[src/rtl/i2c_cond_pkg.sv]
package i2c_cond_pkg;

    localparam int REG_W   = 8;
    localparam int BIT_BSY = 7;
    localparam int BIT_MST = 6;
    localparam int BIT_TRS = 5;
    localparam int BIT_SP  = 3;
    localparam int BIT_RS  = 2;
    localparam int BIT_ST  = 1;

    typedef struct packed {
        logic st;
        logic rs;
        logic sp;
        logic mst;
        logic trs;
        logic st_done;
        logic rs_done;
        logic sp_done;
        logic st_pulse;
        logic rs_pulse;
        logic sp_pulse;
    } req_state_t;

    typedef struct packed {
        logic scl_prev;
        logic sda_prev;
        logic busy;
    } mon_state_t;

endpackage

[src/rtl/i2c_line_sync.sv]
module i2c_line_sync #(
    parameter int WIDTH  = 2,
    parameter int STAGES = 2
) (
    input  logic             clk,
    input  logic             rst_n,
    input  logic [WIDTH-1:0] d,
    output logic [WIDTH-1:0] q
);
    localparam int LAST = STAGES - 1;

    for (genvar b = 0; b < WIDTH; b++) begin : g_bit
        logic [STAGES-1:0] chain_d, chain_q;

        always_comb begin
            chain_d = {chain_q[STAGES-2:0], d[b]};
        end

        always_ff @(posedge clk or negedge rst_n) begin
            if (!rst_n) chain_q <= '1;
            else        chain_q <= chain_d;
        end

        assign q[b] = chain_q[LAST];
    end
endmodule

[src/rtl/i2c_bus_monitor.sv]
module i2c_bus_monitor
    import i2c_cond_pkg::*;
(
    input  logic clk,
    input  logic rst_n,
    input  logic scl_s,
    input  logic sda_s,
    output logic start_det,
    output logic stop_det,
    output logic busy
);
    mon_state_t s_d, s_q;

    always_comb begin
        start_det = s_q.scl_prev && scl_s && s_q.sda_prev && !sda_s;
        stop_det  = s_q.scl_prev && scl_s && !s_q.sda_prev && sda_s;
        s_d          = s_q;
        s_d.scl_prev = scl_s;
        s_d.sda_prev = sda_s;
        if (start_det)     s_d.busy = 1'b1;
        else if (stop_det) s_d.busy = 1'b0;
    end

    always_ff @(posedge clk or negedge rst_n) begin
        if (!rst_n) s_q <= '{scl_prev: 1'b1, sda_prev: 1'b1, busy: 1'b0};
        else        s_q <= s_d;
    end

    assign busy = s_q.busy;

    p_start_sets_busy_r5: assert property (@(posedge clk) disable iff (!rst_n)
        start_det |=> busy);
    p_stop_clears_busy_r5: assert property (@(posedge clk) disable iff (!rst_n)
        stop_det |=> !busy);
endmodule

[src/rtl/i2c_req_regs.sv]
module i2c_req_regs
    import i2c_cond_pkg::*;
(
    input  logic             clk,
    input  logic             rst_n,
    input  logic             soft_rst,
    input  logic             wr_en,
    input  logic [REG_W-1:0] wr_data,
    input  logic             mode_unlock,
    input  logic             arb_lost,
    input  logic             start_det,
    input  logic             stop_det,
    input  logic             busy,
    output logic             st,
    output logic             rs,
    output logic             sp,
    output logic             mst,
    output logic             trs,
    output logic             start_issue,
    output logic             restart_issue,
    output logic             stop_issue
);
    req_state_t s_d, s_q;

    always_comb begin
        s_d          = s_q;
        s_d.st_pulse = 1'b0;
        s_d.rs_pulse = 1'b0;
        s_d.sp_pulse = 1'b0;
        if (soft_rst) begin
            s_d = '0;
        end else begin
            if (wr_en) begin
                s_d.st = wr_data[BIT_ST];
                s_d.rs = wr_data[BIT_RS];
                s_d.sp = wr_data[BIT_SP];
                if (mode_unlock) begin
                    s_d.mst = wr_data[BIT_MST];
                    s_d.trs = wr_data[BIT_TRS];
                end
            end
            if (start_det && s_q.st) s_d.mst = 1'b1;
            if (start_det)           s_d.st  = 1'b0;
            if (start_det && busy)   s_d.rs  = 1'b0;
            if (stop_det)            s_d.sp  = 1'b0;
            if (arb_lost) begin
                s_d.st = 1'b0;
                s_d.rs = 1'b0;
                s_d.sp = 1'b0;
            end
            if (s_q.st && !busy && !s_q.st_done && !start_det && !arb_lost) begin
                s_d.st_pulse = 1'b1;
                s_d.st_done  = 1'b1;
            end
            if (s_q.rs && busy && !s_q.rs_done && !start_det && !arb_lost) begin
                s_d.rs_pulse = 1'b1;
                s_d.rs_done  = 1'b1;
            end
            if (s_q.sp && busy && !s_q.sp_done && !stop_det && !arb_lost) begin
                s_d.sp_pulse = 1'b1;
                s_d.sp_done  = 1'b1;
            end
            if (!s_d.st) s_d.st_done = 1'b0;
            if (!s_d.rs) s_d.rs_done = 1'b0;
            if (!s_d.sp) s_d.sp_done = 1'b0;
        end
    end

    always_ff @(posedge clk or negedge rst_n) begin
        if (!rst_n) s_q <= '0;
        else        s_q <= s_d;
    end

    assign st            = s_q.st;
    assign rs            = s_q.rs;
    assign sp            = s_q.sp;
    assign mst           = s_q.mst;
    assign trs           = s_q.trs;
    assign start_issue   = s_q.st_pulse;
    assign restart_issue = s_q.rs_pulse;
    assign stop_issue    = s_q.sp_pulse;

    p_start_free_only_r6: assert property (@(posedge clk) disable iff (!rst_n)
        start_issue |-> $past(!busy));
    p_start_single_r6: assert property (@(posedge clk) disable iff (!rst_n)
        start_issue |=> !start_issue);
    p_arb_clears_r8: assert property (@(posedge clk) disable iff (!rst_n)
        arb_lost |=> (!st && !rs && !sp));
    p_soft_clears_r9: assert property (@(posedge clk) disable iff (!rst_n)
        soft_rst |=> (!st && !rs && !sp && !mst && !trs));
    p_mode_locked_r4: assert property (@(posedge clk) disable iff (!rst_n)
        (wr_en && !mode_unlock && !soft_rst && !(start_det && st)) |=> ($stable(mst) && $stable(trs)));
    p_start_det_clears_r7: assert property (@(posedge clk) disable iff (!rst_n)
        (start_det && !soft_rst) |=> !st);
endmodule

[src/rtl/i2c_cond_ctrl.sv]
module i2c_cond_ctrl
    import i2c_cond_pkg::*;
#(
    parameter int SYNC_STAGES = 2
) (
    input  logic             clk,
    input  logic             rst_n,
    input  logic             soft_rst,
    input  logic             wr_en,
    input  logic [REG_W-1:0] wr_data,
    input  logic             mode_unlock,
    input  logic             arb_lost,
    input  logic             scl_in,
    input  logic             sda_in,
    output logic [REG_W-1:0] rd_data,
    output logic             start_issue,
    output logic             restart_issue,
    output logic             stop_issue
);
    logic [1:0] lines_s;
    logic start_det, stop_det, busy;
    logic st, rs, sp, mst, trs;

    i2c_line_sync #(.WIDTH(2), .STAGES(SYNC_STAGES)) u_sync (
        .clk(clk), .rst_n(rst_n), .d({scl_in, sda_in}), .q(lines_s)
    );

    i2c_bus_monitor u_mon (
        .clk(clk), .rst_n(rst_n), .scl_s(lines_s[1]), .sda_s(lines_s[0]),
        .start_det(start_det), .stop_det(stop_det), .busy(busy)
    );

    i2c_req_regs u_regs (
        .clk(clk), .rst_n(rst_n), .soft_rst(soft_rst), .wr_en(wr_en),
        .wr_data(wr_data), .mode_unlock(mode_unlock), .arb_lost(arb_lost),
        .start_det(start_det), .stop_det(stop_det), .busy(busy),
        .st(st), .rs(rs), .sp(sp), .mst(mst), .trs(trs),
        .start_issue(start_issue), .restart_issue(restart_issue),
        .stop_issue(stop_issue)
    );

    always_comb begin
        rd_data          = '0;
        rd_data[BIT_BSY] = busy;
        rd_data[BIT_MST] = mst;
        rd_data[BIT_TRS] = trs;
        rd_data[BIT_SP]  = sp;
        rd_data[BIT_RS]  = rs;
        rd_data[BIT_ST]  = st;
    end

    p_one_strobe_r6: assert property (@(posedge clk) disable iff (!rst_n)
        $countones({start_issue, restart_issue, stop_issue}) <= 2);
endmodule

[config.mk]
export PLATFORM = sky130hd
export DESIGN_NAME = i2c_cond_ctrl
export DESIGN_NICKNAME = d
export VERILOG_FILES = /design/src/rtl/i2c_cond_pkg.sv /design/src/rtl/i2c_line_sync.sv /design/src/rtl/i2c_bus_monitor.sv /design/src/rtl/i2c_req_regs.sv /design/src/rtl/i2c_cond_ctrl.sv
export SDC_FILE = /design/constraint.sdc
export NUM_CORES = 1
export LEC_CHECK = 0
export ABC_AREA = 1
export BUFFER_PORTS_ARGS = -buffer_cell sky130_fd_sc_hd__buf_4
export CORE_AREA = 2 2 43 49
export CTS_BUF_LIST = sky130_fd_sc_hd__clkbuf_4 sky130_fd_sc_hd__clkbuf_8
export DETAILED_ROUTE_END_ITERATION = 16
export DIE_AREA = 0 0 45 51
export HOLD_SLACK_MARGIN = 0.06
export PLACE_DENSITY = 0.72
export SKIP_CTS_REPAIR_TIMING = 1
export SLEW_MARGIN = 10
export SYNTH_ARGS = -nofsm -noshare
export SYNTH_HDL_FRONTEND = slang
export SYNTH_HIERARCHICAL = 1
export SYNTH_SLANG_ARGS = --single-unit
[constraint.sdc]
create_clock -name clk -period 1.7 [get_ports clk]
set_input_delay 0.34 -clock clk [delete_from_list [all_inputs] [get_ports clk]]
set_output_delay 0.34 -clock clk [all_outputs]
set_load 0.1 [all_outputs]
# == Yosys cells after proc, flatten, opt, wreduce, memory -nomap -nowiden ==
# Cells that the tools add are included.
# op_classes
add_sub_neg,0
multipliers,0
div,0
order_cmp,0
n_eq_ne,3
shift,0
muxes,20
bitwise,0
n_reduce_logical,35
# ops
operator,n
1-bit logical AND,19
1-bit 2-to-1 mux,15
11-bit 2-to-1 mux,1
1-bit logical NOT,9
3-bit by 2-bit inequality test with 1-bit output (second input constant),3
3-bit 2-to-1 mux,2
2-bit nonzero test,3
3-bit nonzero test,2
5-bit 2-to-1 mux,1
2-bit AND reduction,2
2-bit 2-to-1 mux,1
# totals
regBits,18
latch_bits,0
mem_bits_rw,0
rom_bits,0
output_inout_bits,11
wordCells,74
mem_count,0

# == Longest topological paths before layout ==
# depth
ltp_word,9
mapped_depth,10
mapped_depth_nobuf,9

# == By module ==
# The synthesis kept the hierarchy.
# modules_own_cells
mod,n_inst,cells_per_inst,area_each_um2,seq_area_each_um2
i2c_req_regs,1,69,509.2,275.3
i2c_line_sync,1,6,120.1,105.1
i2c_bus_monitor,1,13,118.9,77.6
i2c_cond_ctrl,1,9,63.8,0.0

# == Worst setup path before layout ==
# No wires, ideal clock.
# synth_path
path_type,reg-to-output
start,register u_regs.s_q (netlist bit u_regs/restart_issue)
end,output restart_issue
t_arrival_ns,0.883
path_slack_ns,0.477
path_stages_with_launch,1
path_buffers,0
cell_sequence,dfrtp_1
# synth_rtl
element,line,rtl
"start, declared",i2c_req_regs.sv:23,"req_state_t s_d, s_q;"
"start signal, assigned",i2c_req_regs.sv:70,if (!rst_n) s_q <= '0;
"start signal, assigned",i2c_req_regs.sv:71,else s_q <= s_d;
"end, declared",i2c_cond_ctrl.sv:17,"output logic restart_issue,"
# No word-level cell between the ends.

# == Worst setup path after layout ==
# layout_path
start,register u_mon.s_q (netlist bit u_mon/busy)
end,output rd_data[7]
# layout_rtl
element,line,rtl
"start, declared",i2c_bus_monitor.sv:12,"mon_state_t s_d, s_q;"
"start signal, assigned",i2c_bus_monitor.sv:25,"if (!rst_n) s_q <= '{scl_prev: 1'b1, sda_prev: 1'b1, busy: 1'b0};"
"end, declared",i2c_cond_ctrl.sv:15,"output logic [REG_W-1:0] rd_data,"
# No word-level cell between the ends.

==> impl_metrics.tcl <==
set metrics [dict create \
    path_cells "buf_4" \
    min-delay-path-class "input pin to register" \
    cap_violations 0 \
    period_share_pct 84.5 \
    critPathMaxFanout 6 \
    port_buffers 21 \
    crit_required_ns 1.36 \
    regMostFlops "u_sync/g_bit.chain_q" \
    vias 627 \
    cts_root_buffer "clkbuf_4" \
    yosys.area.top_type "dfrtp_1" \
    clk_pin_slew_ns 0.10 \
    path_class "register to output pin" \
    rsz0062_at_grt "no" \
    synth_seq_area_share_pct 56.4 \
    r2r_setup_slack_ns 0.43 \
    ctsLongestPathBuffers 2 \
    num_antenna_cells 0 \
    io_pins 27 \
    synth_cell_type_count 14 \
    setup_violations 0 \
    finish.instance_area_um2 968 \
    ys_ff_latch 18 \
    synth_area_leaders "dfrtp_1 37%, dfstp_2 19%, nand2_1 12%" \
    worst-path-buf-inv 1 \
    place_congestion 0.736 \
    critical-path-max-stage-delay_ns 0.48 \
    synth-edff-count 0 \
    arrival_ns 1.10 \
    cts_tree "yes" \
    cp-start-kind "register" \
    fmax_mhz 696 \
    cts_buffers 3 \
    synth_top_cell_area_share_pct 37.0 \
    syn_avg_cell_area_um2 8.37 \
    antenna_left 0 \
    layout-drive-gt1-share_pct 28.9 \
    largest_reg_flops 4 \
    p_leak_nw 0.560 \
    area_growth_pct 19.3 \
    top_regs "u_sync/g_bit.chain_q x4, u_regs/s_q x3, u_mon/s_q x2" \
    dominantRegCellSynth "dfrtp_1" \
    status "finished, final reports clean" \
    crit_path_top_delay_cell "dfrtp_1" \
    ctsHtreeMaxLevel 1 \
    post-route-min-period_ns 1.44 \
    drv_slew 0 \
    ys_async_sr_fraction_pct 100 \
    clock-skew-final_ns 0.00645 \
    drc 0 \
    grt_first_pass_wirelength_um 2340 \
    yosys-top-cells-count "25 x nand2_1, 15 x inv_1, 13 x nor2_1" \
    grt_start_max_net_pins 19 \
    wire_per_inst_um 10.4 \
    yosysMostFrequentCell "nand2_1" \
    place_hpwl_um 1050 \
    via_per_inst 4.71 \
    fin_nets 131 \
    drt_first_pass_iters 4 \
    synth_area_um2 812 \
    die_y_um 51 \
    rows 17 \
    first_iter_violations 7 \
    max-vdd-ir-drop_mv 0.442 \
    grt_pass1_vias 596 \
    ys.warnings.count 6 \
    path_delay_family "flip-flops" \
    clock-sinks 18 \
    power.density_nw_per_um2 934 \
    postPlaceCellArea_um2 922 \
    hold_viol_final 0 \
    antenna_found_initial 0 \
    core_um2 1870 \
    die_area_um2 2300 \
    wirelength_um 1380 \
    synthCells 97 \
    total_power_mw 0.904 \
    initial_utilization_pct 43.4 \
    die_w_um 45 \
    end_kind "output pin" \
    timing.setup.tns_ns 0 \
    clk_latency_ns 0.29 \
    overflow 0 \
    grtUsageTotal_pct 14.1 \
]
[power breakdown]
group | internal, mW | switching, mW | total, mW
logic | 0.0448 | 0.136 | 0.181
registers | 0.451 | 0.0158 | 0.467
clock network | 0.130 | 0.126 | 0.256
[cell usage in the layout (no fill, tap or decap)]
| master | n |
|---|---|
| dlygate4sd3_1 | 1 |
| nand2_1 | 25 |
| clkbuf_4 | 3 |
| dfstp_2 | 6 |
| conb_1 | 2 |
| o21ai_0 | 4 |
| nand3_1 | 4 |
| nor2_1 | 13 |
| buf_4 | 21 |
| nor2_2 | 1 |
| inv_1 | 15 |
| dfrtp_1 | 12 |
| clkbuf_8 | 1 |
| a21oi_1 | 3 |
| nand4_1 | 1 |
| inv_2 | 1 |
| nor3_1 | 1 |
[layout make-up]
| cell class | instances | area (um^2) |
|---|---|---|
| fillers | 188 | 903 |
| flip-flops and latches | 18 | 458 |
| multi-input cells | 54 | 223 |
| repair buffers | 22 | 168 |
| inverters | 16 | 60.1 |
| clock buffers | 4 | 36.3 |
| well taps | 19 | 23.8 |
[kinds of logic after synthesis]
kind of cell    Yosys count  share of synthesized area (%)
other cells               1                          0.462
compound gates            7                           4.31
buf+inv                  26                           16.6
simple gates             45                           22.2
flops                    18                           56.4
[routing by layer]
metal	part of all wire, %	vias to the layer above	wire, um	track usage (%)
met5	0	-	0	0
met4	1.2	0	16	9.31
met3	6.1	2	84	3.53
met2	54	21	752	22.9
met1	38	292	527	15.8
li1	-	312	-	-
[path summary, 6_finish.rpt]
check	endpoint	from	cells past startpoint
max in group asynchronous	u_mon/s_q[2]	rst_n	2
min in group asynchronous	u_regs/mst	rst_n	2
hold reg to reg	u_sync/g_bit[0].chain_q[1]	u_sync/g_bit[0].chain_q[0]	0
setup / recovery	rd_data[7]	u_mon/busy	1
setup reg to reg	u_regs/s_q[4]	u_sync/g_bit[1].chain_q[1]	7
hold / removal	u_sync/g_bit[1].chain_q[0]	scl_in	1
[per-stage QoR]
| stage | setup WS [ns] | hold WS [ns] | util (%) | std cells |
|---|---|---|---|---|
| 2_1_floorplan | 0.477 | 0.0444 | - | 98 |
| 3_3_place_gp | 0.465 | 0.215 | 49.3 | 128 |
| 3_5_place_dp | 0.453 | 0.219 | 49.3 | 128 |
| 4_1_cts | 0.262 | -0.107 | 51.2 | 132 |
| 5_1_grt | 0.215 | 0.132 | 51.7 | 133 |
| 6_report | 0.264 | 0.152 | 51.7 | 133 |
(Power assumes the default switching activity.)
